$ cat src/rtl/rtc_spi_pkg.sv
package rtc_spi_pkg;
  // Command byte field positions
  localparam int unsigned CMD_SINGLE_BIT = 3;
  localparam int unsigned CMD_READ_BIT   = 2;

  // Control register addresses
  localparam int unsigned CTRL1_IDX = 14;
  localparam int unsigned CTRL2_IDX = 15;

  // Status flag positions inside control byte 15
  localparam int unsigned OSC_STOP_BIT = 4;
  localparam int unsigned VOLT_LOW_BIT = 6;

  typedef enum logic [1:0] {
    PH_CMD  = 2'd0,
    PH_DATA = 2'd1,
    PH_DONE = 2'd2
  } phase_e;
endpackage

$ cat src/rtl/rtc_spi_sync.sv
module rtc_spi_sync #(
  parameter int unsigned WIDTH  = 3,
  parameter int unsigned STAGES = 2
) (
  input  logic             clk,
  input  logic             rst_n,
  input  logic [WIDTH-1:0] async_in,
  output logic [WIDTH-1:0] sync_out
);
  logic [STAGES-1:0][WIDTH-1:0] stage_q;

  for (genvar s = 0; s < STAGES; s++) begin : g_stage
    logic [WIDTH-1:0] stage_d;
    if (s == 0) begin : g_first
      assign stage_d = async_in;
    end else begin : g_next
      assign stage_d = stage_q[s-1];
    end
    always_ff @(posedge clk or negedge rst_n) begin
      if (!rst_n) stage_q[s] <= '0;
      else        stage_q[s] <= stage_d;
    end
  end

  assign sync_out = stage_q[STAGES-1];
endmodule

$ cat src/rtl/rtc_spi_shift.sv
module rtc_spi_shift #(
  parameter int unsigned BYTE_W = 8
) (
  input  logic              clk,
  input  logic              rst_n,
  input  logic              sel,
  input  logic              sck_s,
  input  logic              mosi_s,
  input  logic [BYTE_W-1:0] tx_byte,
  output logic              miso,
  output logic              byte_vld,
  output logic [BYTE_W-1:0] byte_data
);
  localparam int unsigned       CNT_W    = (BYTE_W > 1) ? $clog2(BYTE_W) : 1;
  localparam logic [CNT_W-1:0]  LAST_BIT = CNT_W'(BYTE_W - 1);

  logic              sck_q;
  logic              rise, fall;
  logic [CNT_W-1:0]  cnt_q, cnt_d;
  logic [BYTE_W-1:0] rx_q, rx_d;
  logic [BYTE_W-1:0] tx_q, tx_d;
  logic [BYTE_W-1:0] data_q, data_d;
  logic              miso_q, miso_d;
  logic              vld_q, vld_d;

  assign rise = sck_s & ~sck_q;
  assign fall = ~sck_s & sck_q;

  always_comb begin
    cnt_d  = cnt_q;
    rx_d   = rx_q;
    tx_d   = tx_q;
    data_d = data_q;
    miso_d = miso_q;
    vld_d  = 1'b0;
    if (!sel) begin
      cnt_d  = '0;
      miso_d = 1'b0;
    end else begin
      // Leading edge: present the next outgoing bit
      if (rise) begin
        if (cnt_q == '0) begin
          miso_d = tx_byte[BYTE_W-1];
          tx_d   = {tx_byte[BYTE_W-2:0], 1'b0};
        end else begin
          miso_d = tx_q[BYTE_W-1];
          tx_d   = {tx_q[BYTE_W-2:0], 1'b0};
        end
      end
      // Trailing edge: take in the incoming bit
      if (fall) begin
        rx_d = {rx_q[BYTE_W-2:0], mosi_s};
        if (cnt_q == LAST_BIT) begin
          cnt_d  = '0;
          vld_d  = 1'b1;
          data_d = rx_d;
        end else begin
          cnt_d = cnt_q + 1'b1;
        end
      end
    end
  end

  always_ff @(posedge clk or negedge rst_n) begin
    if (!rst_n) begin
      sck_q  <= 1'b0;
      cnt_q  <= '0;
      rx_q   <= '0;
      tx_q   <= '0;
      data_q <= '0;
      miso_q <= 1'b0;
      vld_q  <= 1'b0;
    end else begin
      sck_q  <= sck_s;
      cnt_q  <= cnt_d;
      rx_q   <= rx_d;
      tx_q   <= tx_d;
      data_q <= data_d;
      miso_q <= miso_d;
      vld_q  <= vld_d;
    end
  end

  assign miso      = miso_q;
  assign byte_vld  = vld_q;
  assign byte_data = data_q;

  // deselect silences the output on the following cycle
  p_miso_quiet_r2: assert property (@(posedge clk) disable iff (!rst_n)
    !sel |=> !miso_q);
endmodule

$ cat src/rtl/rtc_spi_ctrl.sv
module rtc_spi_ctrl
  import rtc_spi_pkg::*;
#(
  parameter int unsigned BYTE_W   = 8,
  parameter int unsigned ADDR_W   = 4,
  parameter int unsigned NUM_TIME = 7
) (
  input  logic                       clk,
  input  logic                       rst_n,
  input  logic                       sel,
  input  logic                       byte_vld,
  input  logic [BYTE_W-1:0]          byte_data,
  input  logic [NUM_TIME*BYTE_W-1:0] time_live,
  input  logic                       osc_set,
  input  logic                       volt_set,
  output logic [BYTE_W-1:0]          tx_byte,
  output logic                       wr_en,
  output logic [ADDR_W-1:0]          wr_addr,
  output logic [BYTE_W-1:0]          wr_data,
  output logic [BYTE_W-1:0]          ctrl1_q,
  output logic [BYTE_W-1:0]          ctrl2_q
);
  localparam logic [ADDR_W-1:0] TIME_END = ADDR_W'(NUM_TIME);
  localparam logic [ADDR_W-1:0] C1_ADDR  = ADDR_W'(CTRL1_IDX);
  localparam logic [ADDR_W-1:0] C2_ADDR  = ADDR_W'(CTRL2_IDX);

  phase_e                              phase_q, phase_d;
  logic [ADDR_W-1:0]                   ptr_q, ptr_d;
  logic                                single_q, single_d;
  logic                                rd_q, rd_d;
  logic [NUM_TIME-1:0][BYTE_W-1:0]     snap_q, snap_d;
  logic                                snap_en;
  logic [BYTE_W-1:0]                   c1_q, c1_d;
  logic [BYTE_W-1:0]                   c2_q, c2_d;
  logic                                c2_wr;
  logic                                wr_en_q, wr_en_d;
  logic [ADDR_W-1:0]                   wr_addr_q, wr_addr_d;
  logic [BYTE_W-1:0]                   wr_data_q, wr_data_d;
  logic [BYTE_W-1:0]                   rd_val;

  // Read data for the current pointer
  always_comb begin
    rd_val = '0;
    for (int i = 0; i < NUM_TIME; i++) begin
      if (ptr_q == ADDR_W'(i)) rd_val = snap_q[i];
    end
    if (ptr_q == '0)     rd_val[BYTE_W-1] = 1'b0;
    if (ptr_q == C1_ADDR) rd_val = c1_q;
    if (ptr_q == C2_ADDR) rd_val = c2_q;
  end

  assign tx_byte = (phase_q == PH_DATA && rd_q) ? rd_val : '0;

  // Transaction sequencing
  always_comb begin
    phase_d   = phase_q;
    ptr_d     = ptr_q;
    single_d  = single_q;
    rd_d      = rd_q;
    snap_en   = 1'b0;
    c1_d      = c1_q;
    c2_wr     = 1'b0;
    wr_en_d   = 1'b0;
    wr_addr_d = wr_addr_q;
    wr_data_d = wr_data_q;
    if (!sel) begin
      phase_d = PH_CMD;
    end else if (byte_vld) begin
      unique case (phase_q)
        PH_CMD: begin
          ptr_d    = byte_data[BYTE_W-1 -: ADDR_W];
          single_d = byte_data[CMD_SINGLE_BIT];
          rd_d     = byte_data[CMD_READ_BIT];
          snap_en  = 1'b1;
          phase_d  = PH_DATA;
        end
        PH_DATA: begin
          if (!rd_q) begin
            if (ptr_q < TIME_END) begin
              wr_en_d   = 1'b1;
              wr_addr_d = ptr_q;
              wr_data_d = byte_data;
            end else if (ptr_q == C1_ADDR) begin
              c1_d = byte_data;
            end else if (ptr_q == C2_ADDR) begin
              c2_wr = 1'b1;
            end
          end
          if (single_q) phase_d = PH_DONE;
          else          ptr_d   = ptr_q + 1'b1;
        end
        default: ;
      endcase
    end
  end

  assign snap_d = time_live;

  // Control/status byte: stored bits plus sticky flags with set priority
  always_comb begin
    c2_d = c2_wr ? byte_data : c2_q;
    c2_d[OSC_STOP_BIT] = (c2_wr ? (c2_q[OSC_STOP_BIT] & byte_data[OSC_STOP_BIT])
                                : c2_q[OSC_STOP_BIT]) | osc_set;
    c2_d[VOLT_LOW_BIT] = (c2_wr ? (c2_q[VOLT_LOW_BIT] & byte_data[VOLT_LOW_BIT])
                                : c2_q[VOLT_LOW_BIT]) | volt_set;
  end

  always_ff @(posedge clk or negedge rst_n) begin
    if (!rst_n) begin
      phase_q   <= PH_CMD;
      ptr_q     <= '0;
      single_q  <= 1'b0;
      rd_q      <= 1'b0;
      c1_q      <= '0;
      c2_q      <= '0;
      wr_en_q   <= 1'b0;
      wr_addr_q <= '0;
      wr_data_q <= '0;
    end else begin
      phase_q   <= phase_d;
      ptr_q     <= ptr_d;
      single_q  <= single_d;
      rd_q      <= rd_d;
      c1_q      <= c1_d;
      c2_q      <= c2_d;
      wr_en_q   <= wr_en_d;
      wr_addr_q <= wr_addr_d;
      wr_data_q <= wr_data_d;
    end
  end

  always_ff @(posedge clk or negedge rst_n) begin
    if (!rst_n)       snap_q <= '0;
    else if (snap_en) snap_q <= snap_d;
  end

  assign wr_en   = wr_en_q;
  assign wr_addr = wr_addr_q;
  assign wr_data = wr_data_q;
  assign ctrl1_q = c1_q;
  assign ctrl2_q = c2_q;

  // strobes only ever carry timekeeping addresses
  p_wr_range_r6: assert property (@(posedge clk) disable iff (!rst_n)
    wr_en_q |-> (wr_addr_q < TIME_END));

  // one strobe per written byte
  p_wr_pulse_r7: assert property (@(posedge clk) disable iff (!rst_n)
    wr_en_q |=> !wr_en_q);

  // once a single access is complete no strobe follows
  p_done_silent_r4: assert property (@(posedge clk) disable iff (!rst_n)
    (phase_q == PH_DONE && $past(phase_q) == PH_DONE) |-> !wr_en_q);

  // a set pulse always leaves its flag high
  p_osc_set_wins_r10: assert property (@(posedge clk) disable iff (!rst_n)
    ($past(rst_n) && $past(osc_set)) |-> c2_q[OSC_STOP_BIT]);

  p_volt_set_wins_r10: assert property (@(posedge clk) disable iff (!rst_n)
    ($past(rst_n) && $past(volt_set)) |-> c2_q[VOLT_LOW_BIT]);
endmodule

$ cat src/rtl/rtc_spi_slave.sv
module rtc_spi_slave #(
  parameter int unsigned BYTE_W      = 8,
  parameter int unsigned ADDR_W      = 4,
  parameter int unsigned NUM_TIME    = 7,
  parameter int unsigned SYNC_STAGES = 2
) (
  input  logic                       clk,
  input  logic                       rst_n,
  input  logic                       spi_sck,
  input  logic                       spi_cs,
  input  logic                       spi_mosi,
  output logic                       spi_miso,
  input  logic [NUM_TIME*BYTE_W-1:0] time_live,
  output logic                       tk_wr_en,
  output logic [ADDR_W-1:0]          tk_wr_addr,
  output logic [BYTE_W-1:0]          tk_wr_data,
  input  logic                       osc_stop_set,
  input  logic                       volt_low_set,
  output logic [BYTE_W-1:0]          ctrl1_q,
  output logic [BYTE_W-1:0]          ctrl2_q
);
  localparam int unsigned LINK_W = 3;

  logic [LINK_W-1:0] link_s;
  logic              cs_s, sck_s, mosi_s;
  logic [BYTE_W-1:0] tx_byte;
  logic              byte_vld;
  logic [BYTE_W-1:0] byte_data;

  rtc_spi_sync #(
    .WIDTH  (LINK_W),
    .STAGES (SYNC_STAGES)
  ) u_sync (
    .clk      (clk),
    .rst_n    (rst_n),
    .async_in ({spi_cs, spi_sck, spi_mosi}),
    .sync_out (link_s)
  );

  assign {cs_s, sck_s, mosi_s} = link_s;

  rtc_spi_shift #(
    .BYTE_W (BYTE_W)
  ) u_shift (
    .clk       (clk),
    .rst_n     (rst_n),
    .sel       (cs_s),
    .sck_s     (sck_s),
    .mosi_s    (mosi_s),
    .tx_byte   (tx_byte),
    .miso      (spi_miso),
    .byte_vld  (byte_vld),
    .byte_data (byte_data)
  );

  rtc_spi_ctrl #(
    .BYTE_W   (BYTE_W),
    .ADDR_W   (ADDR_W),
    .NUM_TIME (NUM_TIME)
  ) u_ctrl (
    .clk       (clk),
    .rst_n     (rst_n),
    .sel       (cs_s),
    .byte_vld  (byte_vld),
    .byte_data (byte_data),
    .time_live (time_live),
    .osc_set   (osc_stop_set),
    .volt_set  (volt_low_set),
    .tx_byte   (tx_byte),
    .wr_en     (tk_wr_en),
    .wr_addr   (tk_wr_addr),
    .wr_data   (tk_wr_data),
    .ctrl1_q   (ctrl1_q),
    .ctrl2_q   (ctrl2_q)
  );
endmodule

$ cat config.mk
export PLATFORM = sky130hd
export DESIGN_NAME = rtc_spi_slave
export DESIGN_NICKNAME = d
export VERILOG_FILES = /design/src/rtl/rtc_spi_pkg.sv /design/src/rtl/rtc_spi_sync.sv /design/src/rtl/rtc_spi_shift.sv /design/src/rtl/rtc_spi_ctrl.sv /design/src/rtl/rtc_spi_slave.sv
export SDC_FILE = /design/constraint.sdc
export NUM_CORES = 1
export LEC_CHECK = 0
export BUFFER_PORTS_ARGS = -buffer_cell sky130_fd_sc_hd__buf_2
export CAP_MARGIN = 10
export CORE_MARGIN = 5
export CORE_UTILIZATION = 50
export DETAILED_ROUTE_END_ITERATION = 8
export GPL_TIMING_DRIVEN = 0
export PLACE_DENSITY = 0.76
export RECOVER_POWER = 25
export SLEW_MARGIN = 15
export SYNTH_ARGS = -nofsm -noshare
export SYNTH_HDL_FRONTEND = slang
export SYNTH_SLANG_ARGS = --single-unit
$ cat constraint.sdc
create_clock -name clk -period 2.2 [get_ports clk]
set_input_delay 0.22 -clock clk [delete_from_list [all_inputs] [get_ports clk]]
set_output_delay 0.22 -clock clk [all_outputs]
set_load 0.02 [all_outputs]
==> impl_results.md <==
* Status: finished, final reports clean
* FILL cells at 865
* Worst slew pin tran at 1.37 ns
* Final Hold Vio Count at 0
* GRT overflow at 0
* Setup CP Type: flop to flop
* Clock tree from TritonCTS: done
* Die H at 117 um
* Largest net degree at the start of global routing at 75
* Wire length per cell at 19.7 um
* Adder-cell share of the synthesized area at 0.0152
* Via Count at 4378
* Hold-critical path depth at 3
* Min-Delay Endpoint: u_ctrl.snap_q[47]
* Die X at 117 um
* Pwr/cell area at 760 nW/um2
* Placed cell count at 733
* Final core occ at 0.633
* Final antenna-violating net count at 0
* Clk Latency, worst-skew pair at 0.42 ns
* Reg2reg setup slack at 0.07 ns
* First-pass GRT wire length at 24600 um
* Gpl congestion at 0.911
* Root Buffer Master: clkbuf_16
* Main combinational cell family by area after synthesis: multiplexers
* Synth Area in Compound Gates at 0.131
* Cell Count, Final, Fillers Out at 776
* Synthesized area per cell at 11.6 um2
* Rows at 39
* Final wirelength at 15300 um
* Flops & latches, synth at 127
* Layout area overhead at 24.9%
* Startpoint Class: flop
* Max FO, Critical Path at 10
* Gate Count Post-Synth at 497
* Most frequent cells in the layout: 126 x dfrtp_1, 93 x buf_2, 81 x mux2_2, 48 x nand2_1, 36 x o21ai_0
* CP Data Arrival Time at 2.44 ns
* Xor and xnor area share after synthesis at 0
* Drt pass-1 iters at 5
* Peak Freq at 0.470 GHz
* Max-cap violations at 0
* DIE AREA at 13800 um2
* Crit path time final at 2.13 ns
* Vias in the first global route at 4497
* Reg clk slew, reported paths at 0.06 ns
* IO buf count at 92
* Via density at 5.64
* Mux cell area share after synthesis at 0.172
* Commonest non-fill, non-tap cell in the layout: dfrtp_1
* Sequential area share after synthesis at 0.552
* Io pins at 93
* H-tree depth at 4
* Clk_skew at 0.00691 ns
* EDFF count, synth at 0
* Critical R2R Launch: u_ctrl.phase_q[0]
* Critical Path End Type: flop
* Core box area at 11400 um2
* Max VDD drop at 0.674 mV
* DR iter-0 viols at 345
* Worst EP required at 2.51 ns
* Diode count at 0
* FF-to-FF End: u_ctrl.snap_q[34]
* Detail Placement HPWL at 11200 um
* Initial antenna violation count at 0
* Post-Syn Nets at 567
* Worst hold slack at 0.0163 ns
* Nets at 690
* Synth Flop Type: dfrtp_1
* DR DRC count at 0
* Leak Pwr at 0.00352 uW
* Synth async-reset ratio at 1.00
* Yosys cell types at 51
* Number of buffers created by CTS at 17
* YS warnings at 0
* Fraction of layout cells with a size suffix above 1 at 0.378
* Hold Crit Start: time_live[47]
* Setup Total Neg Slack at 0 ns
* CTS max path bufs at 2
* Final period utilization at 0.968
* Initial Util at 0.507
* R2R cell count at 4
* Post-Syn Area at 5760 um2
* Rel. slew slack at 0.0886
* Slew Limit Fails at 0
* Final setup viols at 0
* Clock sink count at 127
* Min-delay worst type: input pin to flop
* GRT Total Usage at 0.228
* Simple-gate portion of the synthesized area at 0.0984
layer usage:
metal,track usage,part of all wire,routed length (um),vias to the layer above
li1,-,-,-,2023
met1,0.330,0.45,6950,2164
met2,0.330,0.46,7040,168
met3,0.0539,0.068,1040,23
met4,0.0921,0.016,243,0
met5,0,0,0,-
critical path, stage by stage, from the launching register on:
cell      delay [ns]
dfrtp_1         0.45
nor3_2          0.43
clkbuf_2        0.42
buf_2           0.32
mux2_2          0.37
power by group:
group	switching (uW)	total [uW]	internal (uW)
registers	42.1	2440	2400
clock network	1010	2820	1820
logic	99.6	206	106
cells in the mapped netlist (all sizes together) (2+ instances only):
cell | instances | area share
dfrtp | 127 | 0.55
mux2 | 85 | 0.17
nand2 | 48 | 0.031
o21ai | 38 | 0.033
a21oi | 27 | 0.023
clkbuf | 21 | 0.014
inv | 17 | 0.011
nor2 | 14 | 0.0091
nand2b | 10 | 0.011
nor2b | 10 | 0.011
nand3 | 9 | 0.0078
nor3 | 8 | 0.011
a21o | 7 | 0.010
ha | 7 | 0.015
o211ai | 7 | 0.0091
buf | 6 | 0.0059
o22ai | 6 | 0.0065
a31oi | 4 | 0.0043
a32oi | 4 | 0.0061
and2 | 4 | 0.0043
a211oi | 3 | 0.0039
a21boi | 3 | 0.0039
a22o | 3 | 0.0046
nand3b | 3 | 0.0039
a221o | 2 | 0.0035
a22oi | 2 | 0.0026
mux2i | 2 | 0.0035
o211a | 2 | 0.0035
o31ai | 2 | 0.0026
repair_timing:
item                       4_1_cts  5_1_grt
gates cloned                     0        0
setup endpoints to repair       66       21
pin swaps                        1        1
setup buffers                    1        2
resized for setup               10       17
hold endpoints to repair        62        0
hold buffers                    10        0
per-stage QoR:
stage               cell area, um2  power (uW)  worst slack [ns]
floorplan                     5760        2540            0.0882
global placement              6400        2650            -0.591
detailed placement            6430        2680            -0.448
CTS                           7170        5510            0.0220
global route                  7200        5650          -0.00340
finish                        7200        5470            0.0701
how the worst max path moves through the flow:
stage | from | end | cells past startpoint
4_1_cts | u_ctrl.ptr_q[0] | u_shift.tx_q[4] | 9
2_1_floorplan | u_ctrl.ptr_q[0] | u_ctrl.ctrl1_q[0] | 6
3_5_place_dp | u_ctrl.phase_q[0] | u_ctrl.snap_q[34] | 4
6_report | u_ctrl.phase_q[0] | u_ctrl.snap_q[34] | 4
5_1_grt | u_ctrl.ptr_q[0] | u_shift.tx_q[6] | 7
3_3_place_gp | rst_n | u_ctrl.snap_q[38] | 1
sequential cells by signal (all words and copies together) (netlist names), 2 cells and up:
name	cells
u_sync.sync_out	3
u_sync.g_stage.stage_d	3
u_shift.cnt_q	3
u_shift.rx_q	7
u_ctrl.ctrl1_q	8
u_ctrl.ptr_q	4
u_shift.tx_q	7
u_ctrl.snap_q	56
u_ctrl.phase_q	2
u_ctrl.wr_data	8
u_ctrl.ctrl2_q	8
u_shift.byte_data	8
u_ctrl.wr_addr	4
cell families after synthesis:
group | Yosys count
multiplexers | 87
AND/OR/NAND/NOR | 112
buffers and inverters | 45
adder cells (fa/ha/maj) | 7
flip-flops | 127
AO/OA/AOI/OAI | 119
cell type report:
| type | count | area [um2] | area share |
|---|---|---|---|
| Buffer | 25 | 124 | 0.0172 |
| Clock buffer | 24 | 502 | 0.0697 |
| Clock inverter | 8 | 104 | 0.0144 |
| Inverter | 18 | 68.8 | 0.00956 |
| Multi-Input combinational cell | 325 | 2420 | 0.336 |
| Sequential cell | 127 | 3180 | 0.442 |
| Tap cell | 143 | 179 | 0.0249 |
| Timing Repair Buffer | 106 | 621 | 0.0862 |
No activity file was read; power rests on OpenSTA's default activity.
